## config.mk

```make
export PLATFORM = sky130hd
export DESIGN_NAME = dpr_shared_ram
export DESIGN_NICKNAME = d
export VERILOG_FILES = /design/src/rtl/dpr_pkg.sv /design/src/rtl/dpr_clash.sv /design/src/rtl/dpr_array.sv /design/src/rtl/dpr_mailbox.sv /design/src/rtl/dpr_shared_ram.sv
export SDC_FILE = /design/constraint.sdc
export NUM_CORES = 1
export LEC_CHECK = 0
export CORE_MARGIN = 2
export CORE_UTILIZATION = 67
export CTS_BUF_LIST = sky130_fd_sc_hd__clkbuf_4
export DETAILED_ROUTE_END_ITERATION = 12
export DONT_BUFFER_PORTS = 1
export GPL_ROUTABILITY_DRIVEN = 0
export PLACE_DENSITY_LB_ADDON = 0.1
export SYNTH_ARGS = -nofsm -noshare
export SYNTH_HDL_FRONTEND = slang
export SYNTH_SLANG_ARGS = --single-unit
```

## constraint.sdc

```tcl
create_clock -name clk -period 2.6 [get_ports clk]
set_input_delay 0.26 -clock clk [delete_from_list [all_inputs] [get_ports clk]]
set_output_delay 0.26 -clock clk [all_outputs]
set_load 0.01 [all_outputs]
```

## src/rtl/dpr_pkg.sv

```systemverilog
// Package shared by the dual-port RAM modules.
// Holds the mailbox slot numbering so that every module derives the same
// addresses from ADDR_W. Assumes the address width is at least 2.
package dpr_pkg;

    // Mailbox slots, counted down from the top of the address space.
    typedef enum int unsigned {
        SLOT_TO_B = 0,   // written by A, read by B
        SLOT_TO_A = 1    // written by B, read by A
    } mbox_slot_e;

    // Word address of a mailbox slot for an array of 2**aw words.
    function automatic int unsigned mbox_addr(int unsigned aw, mbox_slot_e slot);
        return (32'd1 << aw) - 32'd1 - int'(slot);
    endfunction

endpackage

```

## src/rtl/dpr_clash.sv

```systemverilog
// Port request decoder and collision resolver.
// Turns each port's chip select and write enable into read and write
// strobes. When both ports write the same word, it withholds B's write and
// raises busy. Assumes one shared clock. Purely combinational.
module dpr_clash #(
    parameter int ADDR_W = 4
) (
    input  logic              a_cs,
    input  logic              a_we,
    input  logic [ADDR_W-1:0] a_addr,
    input  logic              b_cs,
    input  logic              b_we,
    input  logic [ADDR_W-1:0] b_addr,
    output logic              a_wr,
    output logic              a_rd,
    output logic              b_wr,
    output logic              b_rd,
    output logic              b_busy
);

    logic a_wants_wr;
    logic b_wants_wr;
    logic same_word;

    // Decode the raw requests of each port.
    always_comb begin
        a_wants_wr = a_cs & a_we;
        b_wants_wr = b_cs & b_we;
        a_rd       = a_cs & ~a_we;
        b_rd       = b_cs & ~b_we;
    end

    // Fixed priority: A keeps the word, B is locked out on a clash.
    always_comb begin
        same_word = (a_addr == b_addr);
        b_busy    = a_wants_wr & b_wants_wr & same_word;
        a_wr      = a_wants_wr;
        b_wr      = b_wants_wr & ~b_busy;
    end

endmodule

```

## src/rtl/dpr_array.sv

```systemverilog
// Storage array with two write ports and two registered read ports.
// A read samples the word before any write of the same edge (read before
// write). Assumes the strobes never ask for two writes to one word; the
// collision resolver upstream guarantees this. Contents are not reset.
module dpr_array #(
    parameter int ADDR_W = 4,
    parameter int DATA_W = 8
) (
    input  logic              clk,
    input  logic              rst_n,
    input  logic              wr_a,
    input  logic              rd_a,
    input  logic [ADDR_W-1:0] addr_a,
    input  logic [DATA_W-1:0] wdata_a,
    input  logic              wr_b,
    input  logic              rd_b,
    input  logic [ADDR_W-1:0] addr_b,
    input  logic [DATA_W-1:0] wdata_b,
    output logic [DATA_W-1:0] rdata_a,
    output logic [DATA_W-1:0] rdata_b
);

    localparam int DEPTH = 1 << ADDR_W;

    logic [DATA_W-1:0] mem [DEPTH];

    // Commit the writes of both ports at the clock edge.
    always_ff @(posedge clk) begin
        if (wr_a) mem[addr_a] <= wdata_a;
        if (wr_b) mem[addr_b] <= wdata_b;
    end

    // Registered read ports; each holds its value when its port does not read.
    always_ff @(posedge clk) begin
        if (!rst_n) begin
            rdata_a <= '0;
            rdata_b <= '0;
        end else begin
            if (rd_a) rdata_a <= mem[addr_a];
            if (rd_b) rdata_b <= mem[addr_b];
        end
    end

    AST_NO_DOUBLE_WRITE: assert property (@(posedge clk) disable iff (!rst_n)
        (wr_a && wr_b) |-> (addr_a != addr_b));

    AST_RDATA_A_HOLD: assert property (@(posedge clk) disable iff (!rst_n)
        !rd_a |=> $stable(rdata_a));

    AST_RDATA_B_HOLD: assert property (@(posedge clk) disable iff (!rst_n)
        !rd_b |=> $stable(rdata_b));

endmodule

```

## src/rtl/dpr_mailbox.sv

```systemverilog
// Mailbox interrupt flags for both directions.
// Watches the landed writes and the reads at the two top addresses. A
// landed write sets the receiver's flag, and the receiver's read clears it.
// A set takes priority over a clear in the same cycle. Synchronous
// active-low reset.
module dpr_mailbox #(
    parameter int ADDR_W = 4
) (
    input  logic              clk,
    input  logic              rst_n,
    input  logic              a_wr,
    input  logic              a_rd,
    input  logic [ADDR_W-1:0] a_addr,
    input  logic              b_wr,
    input  logic              b_rd,
    input  logic [ADDR_W-1:0] b_addr,
    output logic              a_irq,
    output logic              b_irq
);

    localparam logic [ADDR_W-1:0] MB_TO_B =
        ADDR_W'(dpr_pkg::mbox_addr(ADDR_W, dpr_pkg::SLOT_TO_B));
    localparam logic [ADDR_W-1:0] MB_TO_A =
        ADDR_W'(dpr_pkg::mbox_addr(ADDR_W, dpr_pkg::SLOT_TO_A));

    logic set_b, clr_b, set_a, clr_a;

    // Detect post and pickup events for each direction.
    always_comb begin
        set_b = a_wr & (a_addr == MB_TO_B);
        clr_b = b_rd & (b_addr == MB_TO_B);
        set_a = b_wr & (b_addr == MB_TO_A);
        clr_a = a_rd & (a_addr == MB_TO_A);
    end

    // Hold the flags; a set outranks a clear.
    always_ff @(posedge clk) begin
        if (!rst_n) begin
            a_irq <= 1'b0;
            b_irq <= 1'b0;
        end else begin
            if (set_b)      b_irq <= 1'b1;
            else if (clr_b) b_irq <= 1'b0;
            if (set_a)      a_irq <= 1'b1;
            else if (clr_a) a_irq <= 1'b0;
        end
    end

    AST_IRQ_B_SET: assert property (@(posedge clk) disable iff (!rst_n)
        (a_wr && a_addr == MB_TO_B) |=> b_irq);

    AST_IRQ_B_CLEAR: assert property (@(posedge clk) disable iff (!rst_n)
        (b_rd && b_addr == MB_TO_B && !(a_wr && a_addr == MB_TO_B)) |=> !b_irq);

    AST_IRQ_A_SET: assert property (@(posedge clk) disable iff (!rst_n)
        (b_wr && b_addr == MB_TO_A) |=> a_irq);

    AST_IRQ_A_OWN_WRITE: assert property (@(posedge clk) disable iff (!rst_n)
        (!a_irq && !(b_wr && b_addr == MB_TO_A)) |=> !a_irq);

endmodule

```

## src/rtl/dpr_shared_ram.sv

```systemverilog
// Dual-port shared RAM, top level.
// Two independent ports on one clock share one array. On a same-address
// double write, A wins and B sees busy. The two top words act as mailboxes
// that interrupt the other side. Read data is registered; busy is
// combinational.
module dpr_shared_ram #(
    parameter int ADDR_W = 4,
    parameter int DATA_W = 8
) (
    input  logic              clk,
    input  logic              rst_n,
    input  logic              a_cs,
    input  logic              a_we,
    input  logic [ADDR_W-1:0] a_addr,
    input  logic [DATA_W-1:0] a_wdata,
    output logic [DATA_W-1:0] a_rdata,
    output logic              a_irq,
    input  logic              b_cs,
    input  logic              b_we,
    input  logic [ADDR_W-1:0] b_addr,
    input  logic [DATA_W-1:0] b_wdata,
    output logic [DATA_W-1:0] b_rdata,
    output logic              b_busy,
    output logic              b_irq
);

    logic a_wr, a_rd, b_wr, b_rd;

    dpr_clash #(.ADDR_W(ADDR_W)) u_clash (
        .a_cs   (a_cs),
        .a_we   (a_we),
        .a_addr (a_addr),
        .b_cs   (b_cs),
        .b_we   (b_we),
        .b_addr (b_addr),
        .a_wr   (a_wr),
        .a_rd   (a_rd),
        .b_wr   (b_wr),
        .b_rd   (b_rd),
        .b_busy (b_busy)
    );

    dpr_array #(.ADDR_W(ADDR_W), .DATA_W(DATA_W)) u_array (
        .clk     (clk),
        .rst_n   (rst_n),
        .wr_a    (a_wr),
        .rd_a    (a_rd),
        .addr_a  (a_addr),
        .wdata_a (a_wdata),
        .wr_b    (b_wr),
        .rd_b    (b_rd),
        .addr_b  (b_addr),
        .wdata_b (b_wdata),
        .rdata_a (a_rdata),
        .rdata_b (b_rdata)
    );

    dpr_mailbox #(.ADDR_W(ADDR_W)) u_mbox (
        .clk    (clk),
        .rst_n  (rst_n),
        .a_wr   (a_wr),
        .a_rd   (a_rd),
        .a_addr (a_addr),
        .b_wr   (b_wr),
        .b_rd   (b_rd),
        .b_addr (b_addr),
        .a_irq  (a_irq),
        .b_irq  (b_irq)
    );

    AST_BUSY_NEEDS_TWO_WRITERS: assert property (@(posedge clk) disable iff (!rst_n)
        b_busy |-> (a_cs && a_we && b_cs && b_we));

endmodule

```

Word-level counts from Yosys, hierarchy flattened
Memories as Yosys holds them, arrays and structs flattened. A register that Yosys moved wholly into a read port is not among the register bits.
Index checks and enable logic that the tools add are counted.
{ "totals": {"register_bits": 2, "ram_bits": 128, "inputBits": 30, "out_inout_bits": 19, "wordCells": 34, "n_memories": 1} }
{ "op_classes": {"eq_ne": 5, "mux": 8, "bitwise": 14, "reduce_logical": 4} }
{ "memory_table": {"columns": ["name", "words", "width", "read_ports", "rd_ports_with_merged_regs", "wr", "line_no", "text"], "rows": [
  ["u_array.mem", 16, 8, 2, 2, 2, "dpr_array.sv:25", "logic [DATA_W-1:0] mem [DEPTH];"]
]} }
{ "op_table": {"columns": ["operator", "n"], "rows": [
  ["equality test 4 bit, second input constant", 4],
  ["bitwise AND 1 bit", 11],
  ["two-way mux 1 bit", 8],
  ["equality test 4 bit", 1],
  ["nonzero test 2 bit", 2],
  ["inverter 1 bit", 3],
  ["zero test 1 bit", 2]
]} }

Logic depth before layout (Yosys ltp)
Gate-level depths: netlist (run 1).
{ "depth": {"depth_word": 7, "depth_mapped": 7, "ltp_nobuf": 4} }

Cells and area by module
Synthesis (run 1) repeated with hierarchy kept, for this count alone.
{ "unflattened": {"hier_cells": 605, "area_unflattened_um2": 8562.0} }
{ "by_module_without_submodules": {"columns": ["module", "n_inst", "cells_each", "area_each_um2", "seq_area_each_um2"], "rows": [
  ["dpr_array", 1, 581, 8384.3, 4164.0],
  ["dpr_mailbox", 1, 12, 96.3, 40.0],
  ["dpr_clash", 1, 12, 81.3, 0.0]
]} }

Least setup slack after synthesis (run 1)
Ideal clock, no wire load.
{ "synth_path": {"path_type": "input to register", "from": "input a_addr[0]", "to": "memory u_array.mem[10][0] (enable)", "setup_time_ns": 0.376, "arrival_time_ns": 1.678, "t_required_ns": 2.224, "slack_ns": 0.546, "stages": 7, "n_path_buf": 3, "path_cell_list": "buf_2 xor2_1 nor3_4 and2_1 buf_2 buf_4 o22ai_1"} }
{ "synth_lines": {"columns": ["element", "line_no", "text"], "rows": [
  ["start: declaration", "dpr_shared_ram.sv:14", "input logic [ADDR_W-1:0] a_addr,"],
  ["end: declaration", "dpr_array.sv:25", null]
]} }

==> results of run 1 <==
## stage by stage
stage | total power [mW] | area [um^2] | hold slack [ns] | setup WS, ns
floorplan | 3.18 | 8950 | 0.388 | 0.546
global placement | 3.20 | 9010 | 0.383 | 0.429
detailed placement | 3.22 | 9010 | 0.385 | 0.405
CTS | 4.89 | 9620 | 0.0219 | 0.549
global route | 5.04 | 9620 | 0.00554 | 0.499
finish | 4.92 | 9620 | 0.0314 | 0.470
## worst max path at each step
| stage | start | to |
|---|---|---|
| 4_1_cts | b_addr[0] | u_array.mem[12][6] |
| 3_3_place_gp | b_addr[3] | u_array.mem[2][6] |
| 6_report | b_addr[3] | u_array.mem[12][6] |
| 3_5_place_dp | b_addr[3] | u_array.mem[6][0] |
| 2_1_floorplan | a_addr[0] | u_array.mem[10][0] |
| 5_1_grt | b_addr[0] | u_array.mem[12][5] |
## Yosys cell counts (4+ instances only)
cell type,number,area share
a21oi_1,25,0.014
a21oi_2,6,0.0059
a21oi_4,10,0.018
a221oi_1,21,0.021
and2_1,4,0.0028
buf_1,4,0.0017
buf_2,16,0.0090
clkbuf_1,33,0.014
dfxtp_1,18,0.040
edfxtp_1,128,0.43
mux2_2,56,0.070
mux2_4,80,0.13
mux2i_1,82,0.092
mux4_2,19,0.048
nand2_1,19,0.0080
nand3_1,4,0.0022
nor2_1,4,0.0017
nor2b_1,7,0.0049
o21ai_0,40,0.022
o221ai_1,8,0.0078
o22ai_1,28,0.020
xor2_1,4,0.0039
## layer usage
metal / part of all wire / global-route usage / vias to the layer above
li1: - / - / 2599
met2: 0.45 / 0.556 / 468
met4: 0.032 / 0.129 / 0
met3: 0.14 / 0.146 / 62
met1: 0.38 / 0.477 / 3122
met5: 0 / 0 / -
## critical path: cells and delay by family
kind | cells | cell delay, ns
muxes | 1 | 0.34
AOI/OAI and AO/OA | 1 | 0.19
xor gates and xnor gates | 1 | 0.18
and+or+nand+nor | 1 | 0.57
buffers and inverters | 2 | 0.93
## flip-flops by register name (all words and copies together), names as in the netlist
signal           cells
u_array.mem        128
u_array.rdata_a      8
u_array.rdata_b      8
u_mbox.b_irq         1
u_mbox.a_irq         1
## cell families after synthesis
logic type	Yosys count	share of synthesized area
and+or+nand+nor	58	0.0383
AOI/OAI and AO/OA	143	0.112
DFF	146	0.470
xor gates and xnor gates	4	0.00392
muxes	237	0.344
buffers and inverters	59	0.0313
## power by group through the flow
stage | clock network, mW | registers [mW] | logic [mW]
floorplan | 0 | 2.70 | 0.487
global placement | 0 | 2.71 | 0.489
detailed placement | 0 | 2.71 | 0.501
CTS | 1.61 | 2.66 | 0.626
global route | 1.70 | 2.67 | 0.670
finish | 1.62 | 2.66 | 0.644
## final cells by class
type | instances | area (um^2) | share of cell area
clock buffers | 19 | 143 | 0.0148
clock inverters | 13 | 169 | 0.0176
inverters | 2 | 7.51 | 0.000781
multi-input cells | 442 | 4460 | 0.464
flip-flops and latches | 146 | 4200 | 0.437
well taps | 176 | 220 | 0.0229
repair buffers | 45 | 413 | 0.0429
==> flow_summary.json, run 1 <==
{
  "post_cts_buffers": 0,
  "place_inst": 781,
  "status": "complete, no violations",
  "grt_max_degree": 49,
  "ys_ff_latch": 146,
  "p_sw_frac": 0.249,
  "groute.usage.overall": 0.365,
  "max-vdd-ir-drop_mv": 0.386,
  "grt_pass1_vias": 6205,
  "critPathMaxFanout": 47,
  "num_rows": 42,
  "slowest_stage": "nor3_4",
  "path_cells": "xor2_1 -> nor3_4 -> buf_4 -> a21oi_4 -> mux2_4 -> dlygate4sd3_1",
  "pin_count": 49,
  "layout_commonest_cell": "edfxtp_1",
  "cts_resized": 0,
  "timing.rr.start": "u_array.mem[14][7]",
  "setup_viol": 0,
  "startpoint_type": "input port",
  "crit_type": "in2reg",
  "max_stage_delay_ns": 0.57,
  "worst-r2r-setup-slack_ns": 1.00,
  "coreArea_um2": 13100,
  "rsz0062_at_grt": "no",
  "holdPathStages": 2,
  "crit_arrival_ns": 2.49,
  "first_iter_violations": 827,
  "synth_edf_count": 128,
  "ant_nets": 0,
  "slew_headroom": 0.316,
  "final_cell_mix": "edfxtp_1 (128), mux2i_1 (82), mux2_4 (80)",
  "n_fill_cell": 900,
  "cts.clk_slew.worst_paths_ns": 0.13,
  "cts_sinks": 146,
  "grt_pass1_wl_mm": 37.7,
  "whs_endpoint": "u_array.rdata_b[6]",
  "worst_clock_skew_ns": 0.0233,
  "leakagePower_nw": 3.40,
  "numCtsBuffers": 17,
  "syn_area_um2": 8950,
  "layout-drive-gt1-share": 0.339,
  "finalWirelength_mm": 25.4,
  "yosysWarnings": 0,
  "fin_setup_tns_ns": 0,
  "ys_types": 41,
  "postCtsHoldBufs": 30,
  "power_switching_mw": 1.22,
  "cts_tree": "built",
  "final_hold_viol_count": 0,
  "min_from": "b_addr[0]",
  "rr_endpoint": "u_array.rdata_b[7]",
  "final.min_clock_period_ns": 2.13,
  "syn2layout_area_growth_pct": 7.51,
  "synthCells": 647,
  "synth_fp_nets": 677,
  "cp_data_required_time_ns": 2.96,
  "power_frac_comb": 0.131,
  "n_antenna_cell": 0,
  "start_util": 0.681,
  "worstSkewPairLatency_ns": 0.59,
  "antenna_found_initial": 1,
  "seq_area_frac_synth": 0.470,
  "utilization": 0.732,
  "post-route-period-util": 0.819,
  "drc": 0,
  "intPower_mw": 3.70,
  "place.port_buffers": 0,
  "drv_slew": 0,
  "routed-via-count": 6251,
  "fin_cells": 843,
  "async_reset_ff_frac": 0,
  "powerDensity_nw_per_um2": 512,
  "synth.avg_cell_area_um2": 13.8,
  "min_path_type": "in2reg",
  "cts_max_level": 4,
  "finish.net_count": 684,
  "dp_hpwl_mm": 16.4,
  "fmax_ghz": 0.469,
  "die-width_um": 120,
  "dr.pass1.iters": 5,
  "wl_per_cell_um": 30.2,
  "cp-end-kind": "flip-flop",
  "clkPwrFrac": 0.328,
  "via_per_inst": 7.42,
  "die_h_um": 120,
  "maxCapViolCount": 0,
  "grt-ovfl-total": 0,
  "cts_root_buf": "clkbuf_4",
  "synthFlopType": "edfxtp_1",
  "seqPwrFrac": 0.541,
  "die-area_um2": 14300,
  "clk_path_buf_depth": 2,
  "tightest_slew_ns": 1.03,
  "reg2reg_depth": 3
}
Power figures use the tool's default switching activity.
==> inputs of run 2 (changes only) <==
--- a/config.mk
+++ b/config.mk
@@ -5,6 +5,7 @@
 export SDC_FILE = /design/constraint.sdc
 export NUM_CORES = 1
 export LEC_CHECK = 0
+export ABC_AREA = 1
 export CORE_MARGIN = 2
 export CORE_UTILIZATION = 67
 export CTS_BUF_LIST = sky130_fd_sc_hd__clkbuf_4
==> constraint.sdc (replaced) <==
create_clock -name clk -period 2.1 [get_ports clk]
set_input_delay 0.21 -clock clk [delete_from_list [all_inputs] [get_ports clk]]
set_output_delay 0.21 -clock clk [all_outputs]
set_load 0.01 [all_outputs]
==> flow_summary.json, run 2 <==
{
  "status": "complete, no violations",
  "ys_types": 25,
  "dp_hpwl_mm": 21.8,
  "fin_setup_tns_ns": 0,
  "path_depth": 4,
  "async_reset_ff_frac": 0,
  "cp-end-kind": "flip-flop",
  "path_cells": "dlygate4sd3_1 -> nand2_1 -> nand2_1 -> dlygate4sd3_1",
  "synth_edf_count": 128,
  "via_per_inst": 6.42,
  "coreArea_um2": 14500,
  "layout-drive-gt1-share": 0.0885,
  "min_path_type": "in2reg",
  "powerDensity_nw_per_um2": 587,
  "largest_reg_flops": 128,
  "worst_clock_skew_ns": 0.0156,
  "crit_arrival_ns": 2.37,
  "synth.avg_cell_area_um2": 6.97,
  "synth_area_leaders": "edfxtp_1 (39%), nand2_1 (32%), nand4_1 (8.6%)",
  "grt-ovfl-total": 0,
  "pin_count": 49,
  "ys_ff_latch": 146,
  "final.min_clock_period_ns": 1.91,
  "cp_num_buf_inv": 2,
  "post-route-period-util": 0.911,
  "synth_fp_nets": 1458,
  "grt_max_degree": 80,
  "start_util": 0.685,
  "drv_slew": 0,
  "postCtsHoldBufs": 28,
  "grt_pass1_wl_mm": 52.9,
  "groute.usage.overall": 0.439,
  "dr.pass1.iters": 7,
  "clkPwrFrac": 0.307,
  "routed-via-count": 10300,
  "synth_top_area_share": 0.386,
  "utilization": 0.733,
  "worst-r2r-setup-slack_ns": 0.63,
  "setup_viol": 0,
  "cts_max_level": 4,
  "p_sw_frac": 0.297,
  "place.port_buffers": 0,
  "maxCapViolCount": 0,
  "tightest_slew_ns": 1.32,
  "seq_area_frac_synth": 0.422,
  "n_fill_cell": 1196,
  "final_hold_viol_count": 0,
  "slew_headroom": 0.117,
  "max-vdd-ir-drop_mv": 0.422,
  "drc": 0,
  "cts_root_buf": "clkbuf_4",
  "clk_path_buf_depth": 2,
  "power_frac_comb": 0.165,
  "worstSkewPairLatency_ns": 0.59,
  "post-synth-top-area-cell": "edfxtp_1",
  "power_switching_mw": 1.86,
  "min_from": "b_addr[1]",
  "cpLargestDelayFamily": "buffers and inverters",
  "layout_commonest_cell": "nand2_1",
  "num_rows": 44,
  "yosysWarnings": 0,
  "holdPathStages": 6,
  "whs_endpoint": "u_array.rdata_b[5]",
  "final_cell_mix": "nand2_1 (836), nand4_1 (137), edfxtp_1 (128)",
  "yosysMostFrequentCell": "nand2_1",
  "post_cts_buffers": 0,
  "wl_per_cell_um": 21.4,
  "ant_nets": 0,
  "synthCells": 1428,
  "syn2layout_area_growth_pct": 6.92,
  "place_area_um2": 10100,
  "max_stage_delay_ns": 1.42,
  "timing.rr.start": "u_array.mem[6][2]",
  "whs_ns": 0.0235,
  "grt_pass1_vias": 9338,
  "first_iter_violations": 1681,
  "syn_area_um2": 9960,
  "slowest_stage": "dlygate4sd3_1",
  "place_inst": 1548,
  "regMostFlops": "u_array.mem",
  "antenna_found_initial": 3,
  "intPower_mw": 4.39,
  "reg2reg_depth": 8,
  "crit_type": "in2reg",
  "seqPwrFrac": 0.528,
  "numCtsBuffers": 17,
  "die_h_um": 126,
  "post-place-ws_ns": 0.117,
  "synthFlopType": "edfxtp_1",
  "leakagePower_nw": 4.88,
  "rsz0062_at_grt": "no",
  "finalInstanceArea_um2": 10600,
  "cp_data_required_time_ns": 2.56,
  "synth_common_cells": "nand2_1 (836), nand4_1 (137), edfxtp_1 (128)",
  "cts_resized": 0,
  "cts_sinks": 146,
  "startpoint_type": "input port",
  "finish.net_count": 1441,
  "rr_endpoint": "u_array.rdata_b[2]",
  "p_total_mw": 6.25,
  "finalWirelength_mm": 34.5,
  "fin_cells": 1612,
  "die-area_um2": 15900,
  "largest_registers": "u_array.mem (128), u_array.rdata_a (8), u_array.rdata_b (8)",
  "worst_slack_ns": 0.187,
  "fmax_ghz": 0.523,
  "critPathMaxFanout": 16,
  "cts_tree": "built",
  "die-width_um": 126,
  "cts.clk_slew.worst_paths_ns": 0.12
}
-- run 2: changes by cell type after synthesis, moves of 28 or more --
cell	before	now
mux2_2	56	0
mux2_4	80	0
mux2i_1	82	0
nand2_1	19	836
nand3_1	4	58
nand4_1	3	137
nor2_1	4	40
o22ai_1	28	0
-- run 2: layout make-up --
class	instances	area [um^2]	share of cell area
Sequential cell	146	4200	0.395
Tap cell	184	230	0.0216
Inverter	23	91.3	0.00858
Timing Repair Buffer	76	678	0.0637
Clock buffer	20	150	0.0141
Antenna cell	4	10.0	0.000940
Clock inverter	12	140	0.0132
Multi-Input combinational cell	1147	5140	0.483
-- run 2: kinds of logic (layout without fill, tap and decap cells) --
| logic type | after synthesis | count (layout) | share of synthesized area |
|---|---|---|---|
| and+or+nand+nor | 1111 | 1111 | 0.496 |
| xor gates and xnor gates | 1 | 1 | 0.000880 |
| other | 0 | 4 | 0 |
| buffers and inverters | 135 | 131 | 0.0626 |
| DFF | 146 | 146 | 0.422 |
| AOI/OAI and AO/OA | 35 | 35 | 0.0183 |
-- run 2: how the worst max path moves through the flow --
stage	start	to	slack, ns
6_report	a_wdata[5]	u_array.mem[8][5]	0.19
5_1_grt	a_wdata[5]	u_array.mem[8][5]	0.20
4_1_cts	a_cs	u_array.mem[7][6]	0.36
3_5_place_dp	a_addr[1]	u_array.mem[2][5]	0.12
3_3_place_gp	a_addr[1]	u_array.mem[2][5]	0.15
2_1_floorplan	a_addr[0]	u_array.mem[13][0]	0.18
-- run 2: metal layers --
| layer | vias up | global-route usage | routed length [um] |
|---|---|---|---|
| met3 | 218 | 0.148 | 5540 |
| li1 | 4677 | - | - |
| met1 | 4538 | 0.561 | 11900 |
| met4 | 0 | 0.269 | 2420 |
| met2 | 915 | 0.647 | 14600 |
| met5 | - | 0 | 0 |
-- run 2: worst reg2reg max path, stage by stage (launching register included) --
cell	delay, ns
edfxtp_1	0.45
nand2_1	0.10
nand2_1	0.05
nand2_1	0.07
nand2_1	0.06
nand2_1	0.10
nand3_1	0.21
nor2_1	0.26
nor2_1	0.07
-- run 2: power by group through the flow --
| stage | logic, mW | registers (mW) | clock network, mW |
|---|---|---|---|
| after global routing | 1.11 | 3.30 | 2.01 |
| final | 1.03 | 3.30 | 1.92 |
| after floorplan | 0.706 | 3.34 | 0 |
| after detailed placement | 0.812 | 3.36 | 0 |
| after global placement | 0.798 | 3.36 | 0 |
| after CTS | 0.982 | 3.30 | 1.89 |
